<file path="config.mk">
export PLATFORM = sky130hd
export DESIGN_NAME = exc_entry_seq
export DESIGN_NICKNAME = d
export VERILOG_FILES = /design/src/rtl/exc_seq_pkg.sv /design/src/rtl/esq_fiq_sync.sv /design/src/rtl/esq_arbiter.sv /design/src/rtl/esq_status_reg.sv /design/src/rtl/exc_entry_seq.sv
export SDC_FILE = /design/constraint.sdc
export NUM_CORES = 1
export LEC_CHECK = 0
export ABC_AREA = 1
export BUFFER_PORTS_ARGS = -buffer_cell sky130_fd_sc_hd__buf_2
export CAP_MARGIN = 20
export CORE_ASPECT_RATIO = 0.7
export CORE_UTILIZATION = 41
export CTS_BUF_LIST = sky130_fd_sc_hd__clkbuf_4 sky130_fd_sc_hd__clkbuf_8
export DETAILED_ROUTE_END_ITERATION = 10
export PLACE_DENSITY = 0.86
export SYNTH_ARGS = -nofsm -noshare
export SYNTH_HDL_FRONTEND = slang
export SYNTH_SLANG_ARGS = --single-unit
</file>
<file path="constraint.sdc">
create_clock -name clk -period 1.7 [get_ports clk]
set_input_delay 0.34 -clock clk [delete_from_list [all_inputs] [get_ports clk]]
set_output_delay 0.34 -clock clk [all_outputs]
set_load 0.05 [all_outputs]
</file>
<file path="src/rtl/exc_seq_pkg.sv">
package exc_seq_pkg;

    typedef enum logic [4:0] {
        MODE_USR = 5'b10000,
        MODE_FIQ = 5'b10001,
        MODE_IRQ = 5'b10010,
        MODE_SVC = 5'b10011,
        MODE_ABT = 5'b10111,
        MODE_UND = 5'b11011
    } mode_e;

    // Encoding order is the grant priority: lower value wins.
    localparam int NUM_EXC = 6;
    localparam int EXC_W   = $clog2(NUM_EXC);

    typedef enum logic [EXC_W-1:0] {
        EXC_DABT = 3'd0,
        EXC_FIQ  = 3'd1,
        EXC_IRQ  = 3'd2,
        EXC_PABT = 3'd3,
        EXC_UND  = 3'd4,
        EXC_SWI  = 3'd5
    } exc_e;

    typedef struct packed {
        logic [3:0]  flags;
        logic [19:0] resv_hi;
        logic        irq_off;
        logic        fiq_off;
        logic        resv_lo;
        mode_e       mode;
    } psr_t;

    typedef struct packed {
        logic valid;
        exc_e kind;
    } grant_t;

    localparam psr_t PSR_RESET = '{flags: 4'h0, resv_hi: 20'h0, irq_off: 1'b1,
                                   fiq_off: 1'b1, resv_lo: 1'b0, mode: MODE_SVC};

    function automatic mode_e exc_mode(exc_e k);
        case (k)
            EXC_DABT, EXC_PABT: return MODE_ABT;
            EXC_FIQ:            return MODE_FIQ;
            EXC_IRQ:            return MODE_IRQ;
            EXC_UND:            return MODE_UND;
            default:            return MODE_SVC;
        endcase
    endfunction

    function automatic logic [7:0] exc_vector(exc_e k);
        case (k)
            EXC_DABT: return 8'h10;
            EXC_FIQ:  return 8'h1C;
            EXC_IRQ:  return 8'h18;
            EXC_PABT: return 8'h0C;
            EXC_UND:  return 8'h04;
            default:  return 8'h08;
        endcase
    endfunction

    function automatic logic exc_masks_fiq(exc_e k);
        return k == EXC_FIQ;
    endfunction

    function automatic logic mode_is_valid(logic [4:0] m);
        case (m)
            MODE_USR, MODE_FIQ, MODE_IRQ,
            MODE_SVC, MODE_ABT, MODE_UND: return 1'b1;
            default:                      return 1'b0;
        endcase
    endfunction

endpackage

</file>
<file path="src/rtl/esq_fiq_sync.sv">
module esq_fiq_sync #(
    parameter int STAGES = 1
) (
    input  logic clk,
    input  logic rst,
    input  logic d,
    output logic q
);
    logic [STAGES-1:0] chain;

    generate
        if (STAGES == 1) begin : g_single
            always_ff @(posedge clk) begin
                if (rst) chain <= '0;
                else     chain <= d;
            end
        end else begin : g_multi
            always_ff @(posedge clk) begin
                if (rst) chain <= '0;
                else     chain <= {chain[STAGES-2:0], d};
            end
        end
    endgenerate

    assign q = chain[STAGES-1];

endmodule

</file>
<file path="src/rtl/esq_arbiter.sv">
module esq_arbiter
    import exc_seq_pkg::*;
(
    input  logic [NUM_EXC-1:0] pend,
    output grant_t             grant
);
    // Scan from the lowest priority up, so the lowest index is the last one written.
    always_comb begin
        grant = '0;
        for (int i = NUM_EXC - 1; i >= 0; i--) begin
            if (pend[i]) begin
                grant.valid = 1'b1;
                grant.kind  = exc_e'(EXC_W'(i));
            end
        end
    end

endmodule

</file>
<file path="src/rtl/esq_status_reg.sv">
module esq_status_reg
    import exc_seq_pkg::*;
(
    input  logic        clk,
    input  logic        rst,
    input  grant_t      grant,
    input  logic        ctl_wr_en,
    input  logic [31:0] ctl_wr_data,
    input  logic        flag_wr_en,
    input  logic [3:0]  flag_wr_data,
    output psr_t        psr_q
);
    psr_t wr_view;
    logic ctl_ok;

    assign wr_view = psr_t'(ctl_wr_data);
    assign ctl_ok  = ctl_wr_en && (psr_q.mode != MODE_USR) && mode_is_valid(ctl_wr_data[4:0]);

    always_ff @(posedge clk) begin
        if (rst) begin
            psr_q <= PSR_RESET;
        end else if (grant.valid) begin
            psr_q.mode    <= exc_mode(grant.kind);
            psr_q.irq_off <= 1'b1;
            if (exc_masks_fiq(grant.kind)) psr_q.fiq_off <= 1'b1;
        end else begin
            if (ctl_ok) begin
                psr_q.mode    <= wr_view.mode;
                psr_q.irq_off <= wr_view.irq_off;
                psr_q.fiq_off <= wr_view.fiq_off;
            end
            if (flag_wr_en) psr_q.flags <= flag_wr_data;
        end
    end

    assert_resv_kept_R10: assert property (@(posedge clk) disable iff (rst)
        1'b1 |=> $stable({psr_q.resv_hi, psr_q.resv_lo}));

    assert_user_ctl_noop_R8: assert property (@(posedge clk) disable iff (rst)
        (!grant.valid && !flag_wr_en && ctl_wr_en && psr_q.mode == MODE_USR) |=> $stable(psr_q));

    assert_entry_sets_i_R3: assert property (@(posedge clk) disable iff (rst)
        grant.valid |=> psr_q.irq_off);

    assert_entry_drops_write_R12: assert property (@(posedge clk) disable iff (rst)
        grant.valid |=> $stable(psr_q.flags));

endmodule

</file>
<file path="src/rtl/exc_entry_seq.sv">
module exc_entry_seq
    import exc_seq_pkg::*;
#(
    parameter int AW          = 32,
    parameter int SYNC_STAGES = 1
) (
    input  logic          clk,
    input  logic          rst,
    input  logic          dabt_req,
    input  logic          pabt_req,
    input  logic          undef_req,
    input  logic          swi_req,
    input  logic          irq_req,
    input  logic          fiq_async,
    input  logic [AW-1:0] ret_addr,
    input  logic          ctl_wr_en,
    input  logic [31:0]   ctl_wr_data,
    input  logic          flag_wr_en,
    input  logic [3:0]    flag_wr_data,
    output logic [31:0]   status_word,
    output logic          entry_strobe,
    output logic [AW-1:0] entry_vector,
    output logic [4:0]    entry_mode,
    output logic [AW-1:0] entry_lr,
    output logic [31:0]   entry_spsr
);
    logic               fiq_sync;
    psr_t               psr_q;
    logic [NUM_EXC-1:0] pend;
    grant_t             grant;

    esq_fiq_sync #(.STAGES(SYNC_STAGES)) u_sync (
        .clk (clk),
        .rst (rst),
        .d   (fiq_async),
        .q   (fiq_sync)
    );

    // Bit index equals the exc_e value of each source.
    assign pend = {swi_req,
                   undef_req,
                   pabt_req,
                   irq_req  & ~psr_q.irq_off,
                   fiq_sync & ~psr_q.fiq_off,
                   dabt_req};

    esq_arbiter u_arb (
        .pend  (pend),
        .grant (grant)
    );

    esq_status_reg u_psr (
        .clk          (clk),
        .rst          (rst),
        .grant        (grant),
        .ctl_wr_en    (ctl_wr_en),
        .ctl_wr_data  (ctl_wr_data),
        .flag_wr_en   (flag_wr_en),
        .flag_wr_data (flag_wr_data),
        .psr_q        (psr_q)
    );

    always_ff @(posedge clk) begin
        if (rst) begin
            entry_strobe <= 1'b0;
            entry_vector <= '0;
            entry_mode   <= MODE_SVC;
            entry_lr     <= '0;
            entry_spsr   <= '0;
        end else begin
            entry_strobe <= grant.valid;
            if (grant.valid) begin
                entry_vector <= AW'(exc_vector(grant.kind));
                entry_mode   <= exc_mode(grant.kind);
                entry_lr     <= ret_addr;
                entry_spsr   <= psr_q;
            end
        end
    end

    assign status_word = psr_q;

    assert_spsr_copy_R1: assert property (@(posedge clk) disable iff (rst)
        entry_strobe |-> (entry_spsr == $past(status_word)));

    assert_mode_follows_R2: assert property (@(posedge clk) disable iff (rst)
        entry_strobe |-> (status_word[4:0] == entry_mode));

    assert_fiq_synced_R4: assert property (@(posedge clk) disable iff (rst)
        (entry_strobe && entry_mode == MODE_FIQ) |-> $past(fiq_sync));

    assert_irq_masked_R6: assert property (@(posedge clk) disable iff (rst)
        (entry_strobe && entry_mode == MODE_IRQ) |-> !$past(status_word[7]));

    assert_abort_first_R5: assert property (@(posedge clk) disable iff (rst)
        (entry_strobe && entry_mode != MODE_ABT) |-> !$past(dabt_req));

endmodule

</file>
* Word-level counts from Yosys, hierarchy flattened
Index checks and enable logic that the tools add are counted.
** Operators by class
- Multiplexer cells :: 14
- Bitwise operators :: 5
- Reduce and logical (&&, ||, !) cells :: 9
- Equality and inequality tests :: 12
** Operators by type and width (count)
- $eq 5x5->1 const B :: 6
- $pmux 5 s5 :: 1
- $mux 4 :: 6
- $pmux 4 s4 :: 1
- $mux 5 :: 2
- $eq 3x2->1 const B :: 2
- $reduce_or 6->1 :: 1
- $ne 5x5->1 const B :: 1
- $mux 1 :: 4
- $reduce_and 2->1 :: 2
- $reduce_or 2->1 :: 2
- $eq 3x1->1 const B :: 1
- $eq 3x3->1 const B :: 1
- $logic_not 3->1 :: 1
- $not 1->1 :: 3
- $and 1x1->1 :: 2
- $logic_and 1x1->1 :: 2
- $ne 2x1->1 const B :: 1
- $reduce_bool 2->1 :: 1
** Word-level totals
- Logic and storage cells :: 50
- Flip-flop bits (word level) :: 69
- Output and inout port bits :: 134
- Bits of input ports :: 78

* Logic depth before layout (Yosys ltp)
- Depth in word-level cells :: 10
- Depth in mapped cells :: 12
- Depth with buffers taken out :: 10

* Hierarchy
A second synthesis with hierarchy kept.
** Second synthesis, totals
- Cell total of the unflattened synthesis :: 473
- Area total of the unflattened synthesis :: 3604.7 µm²
** By module, submodules not included
- exc_entry_seq :: cells each 355, seq. area each 1441.4 µm², area an instance 2782.7 µm², instances 1
- esq_status_reg :: cells each 100, seq. area each 220.2 µm², area an instance 720.7 µm², instances 1
- esq_arbiter :: cells each 15, seq. area each 0.0 µm², area an instance 71.3 µm², instances 1
- esq_fiq_sync :: cells each 3, seq. area each 20.0 µm², area an instance 30.0 µm², instances 1

* Least setup slack after synthesis
No wires, ideal clock.
- Kind :: reg-to-reg
- Start point :: register, netlist name u_psr.psr_q[7]
- End point :: register entry_lr[10]
- Clock period less this slack :: 1689 ps
- Data arrival time :: 1572 ps
- Setup slack :: 11 ps
- Required time :: 1583 ps
- Cell stages (with the launch flop) :: 11
- Path buffers :: 2
- Cell sequence :: dfxtp_1 > inv_2 > nand2_4 > nand2_4 > inv_2 > nand2_2 > nor2_4 > nor2_2 > buf_6 > buf_6 > a22o_1
** On the way
- Longest elaborated chain between the ends :: 5
** RTL lines
- $not 1->1 :: RTL line exc_entry_seq.sv:43 : irq_req & ~psr_q.irq_off,
- $and 1x1->1 :: RTL line exc_entry_seq.sv:43
- $mux 4 (3 in a row) :: RTL line esq_arbiter.sv:11 : if (pend[i]) begin
- to (signal assigned) :: RTL line exc_entry_seq.sv:75 : entry_lr <= ret_addr;
- to (decl) :: RTL line exc_entry_seq.sv:24 : output logic [AW-1:0] entry_lr,
Every way passes these cells.
A chain may end at the register's enable or synchronous reset.

* Worst setup path in the final report
- Start point :: register, netlist name u_psr.psr_q[7]
- End point :: register, netlist name u_psr.psr_q[31]
** On the way
- Longest elaborated chain between the ends :: 7
** RTL lines (RTL line)
- $not 1->1 :: exc_entry_seq.sv:43
- $and 1x1->1 :: exc_entry_seq.sv:43
- $mux 4 (3 in a row) :: esq_arbiter.sv:11
- $not 1->1 (no source line)
- $reduce_and 2->1 (no source line)
Every way passes these cells.

==> reports/results.tsv <==
metric	value	unit
crit_fanout	9	
crit_path_start_kind	flip-flop	
drt_iter0_drc	59	
syn_area	2766	um2
hold_viol_final	0	
syn_to_final_growth	20.62	%
grt_max_degree	24	
final.setup.tns	0	ns
synth_top_area_share	45.59	%
yosys_register_bits	63	
synth_common_cells	73 x buf_4, 63 x dfxtp_1, 43 x nand2_1	
wire_per_inst	11.48	um
setup_viol	0	
path_cells	inv_2 > nand2_4 > nand2_4 > inv_2 > nand2_2 > nor2_4 > buf_4 > nand2_2 > o21ai_0 > a21oi_1	
insertion_delay	0.33	ns
synth.most_common_cell	buf_4	
worstSetupEndpointType	flip-flop	
cts_setup_buffers	0	
grt_usage	17.13	%
cts_hold_buf	0	
fin_crit_sh	87.42	%
fmax	672.9	MHz
dp_hpwl	4.593	mm
cts_sinks	63	
cpPeakStageDelay	0.38	ns
antenna_cells	0	
fin_ws	0.2138	ns
cts.repair.resized	0	
htreeDepth	3	
numCtsBuffers	9	
path_class	reg2reg	
fin_skew	0.008330	ns
grt_setup_unrepaired	false	
antenna_left	0	
r2r_cells	10	
antenna_found_initial	0	
drc	0	
synthArstFlopShare	0	%
syn_avg_cell_area	9.041	um2
path_clk_slew	0.07	ns
viasPerCell	4.292	
post-place-cells	505	
grt.overflow.total	0	
hold_path.class	in2reg	
status	finished clean	
start_util	43.46	%
ctsRootBufferMaster	clkbuf_8	
min_from	fiq_async	
holdPathEnd	u_sync.q$_SDFF_PP0_	
fin_cells	521	
slew_viol_final	0	
vias	2236	
core	6366	um2
finalCriticalPeriod	1.486	ns
cap_violations	0	
total_power	3.779	mW
die_x	100.2	um
io_pins	212	
r2r_end	u_psr.psr_q[31]$_SDFFE_PP0P_	
cts_max_path_buffers	2	
power_leakage	1.773	nW
gp_congestion	0.8078	
yosys_warnings	0	
cts_tree	built	
grt_pass1_vias	2048	
rrSetupSlack	0.21	ns
ir_drop	663.6	uV
wl	5.982	mm
dieArea	7085	um2
yosysTopAreaCell	dfxtp_1	
synthCells	306	
drt_pass1_iterations	4	
dpl_worst_slack	0.1778	ns
die_h	70.73	um
num_rows	24	
synthTopCellsByArea	dfxtp_1 46%, buf_4 20%, a22o_1 11%, nand2_1 5.8%, inv_1 2.6%	
synth_edf_count	0	
layout-drive-gt1-share	34.65	%
layout.nets	503	
required	1.92	ns
synth-seq-area-share	45.59	%
min_delay_path_depth	3	
grt_pass1_wl	9.425	mm
crit_slowest_cell	dfxtp_1	
arrival	1.70	ns
port_buffers	114	
synth.distinct_cells	22	
powerDensity	1133	nW/um2
r2r_start	u_psr.psr_q[7]$_SDFFE_PP1P_	
synthFlopType	dfxtp_1	
## stage by stage
stage               area [um2]  utilization (%)  hold WS, ns
global placement          3144            49.39       0.4380
finish                    3337            52.42       0.2239
floorplan                 3029                -       0.4091
global route              3337            52.42       0.2133
detailed placement        3144            49.39       0.4437
CTS                       3337            52.42       0.2058
## worst max-delay path, delay by kind of cell (launching register included)
kind / cells / cell delay [ns]
AO/OA/AOI/OAI: 2 / 0.23
buffers and inverters: 3 / 0.31
flip-flops: 1 / 0.38
AND/OR/NAND/NOR: 5 / 0.46
## cell families after synthesis
group | synth area share [%]
AOI/OAI and AO/OA | 17.32
DFF | 45.59
buffers and inverters | 25.92
other | 0.2715
and+or+nand+nor | 10.90
## area by class of cell
cell class / count / area [um2]
Timing Repair Buffer: 121 / 635.6
Fill cell: 607 / 3029
Multi-Input combinational cell: 208 / 1051
Clock inverter: 6 / 61.31
Clock buffer: 10 / 131.4
Tap cell: 91 / 113.9
Sequential cell: 63 / 1261
Inverter: 22 / 82.58
## worst max path at each step
| stage | to | cells after the start | startpoint | slack (ns) |
|---|---|---|---|---|
| 2_1_floorplan | entry_lr[10]$_SDFFE_PP0P_ | 10 | u_psr.psr_q[7]$_SDFFE_PP1P_ | 0.01 |
| 3_3_place_gp | entry_lr[31]$_SDFFE_PP0P_ | 9 | pabt_req | 0.23 |
| 6_report | u_psr.psr_q[31]$_SDFFE_PP0P_ | 10 | u_psr.psr_q[7]$_SDFFE_PP1P_ | 0.21 |
| 3_5_place_dp | u_psr.psr_q[31]$_SDFFE_PP0P_ | 10 | pabt_req | 0.18 |
| 5_1_grt | u_psr.psr_q[30]$_SDFFE_PP0P_ | 8 | u_psr.psr_q[6]$_SDFFE_PP1P_ | 0.03 |
| 4_1_cts | u_psr.psr_q[31]$_SDFFE_PP0P_ | 10 | u_psr.psr_q[7]$_SDFFE_PP1P_ | 0.22 |
## layout by cell type (no fill, tap or decap), drive strengths merged
| master | instances |
|---|---|
| nand4 | 1 |
| a22o | 34 |
| a21oi | 11 |
| dfxtp | 63 |
| clkbuf | 10 |
| clkinvlp | 1 |
| o211ai | 2 |
| a31oi | 1 |
| conb | 72 |
| o21ai | 21 |
| inv | 22 |
| nand3 | 8 |
| nor2 | 9 |
| bufinv | 1 |
| clkinv | 4 |
| nand2 | 49 |
| buf | 121 |
## flip-flops by register name, summed over array words and instances (netlist names)
name / flops
entry_lr: 32
entry_mode: 4
entry_spsr: 11
entry_strobe: 1
entry_vector: 3
u_psr.psr_q: 11
u_sync.q: 1
## report_power, final
group / switching (mW) / internal, mW
clock: 0.563 / 0.688
sequential: 0.0407 / 1.56
combinational: 0.766 / 0.165
## per-layer routing
metal	vias up	global-route usage, %	routed length, um
met2	102	29.68	2912
met3	5	7.213	502
met5	-	0	0
met4	0	4.670	38
li1	1108	-	-
met1	1021	19.43	2528
(Power assumes the default switching activity.)
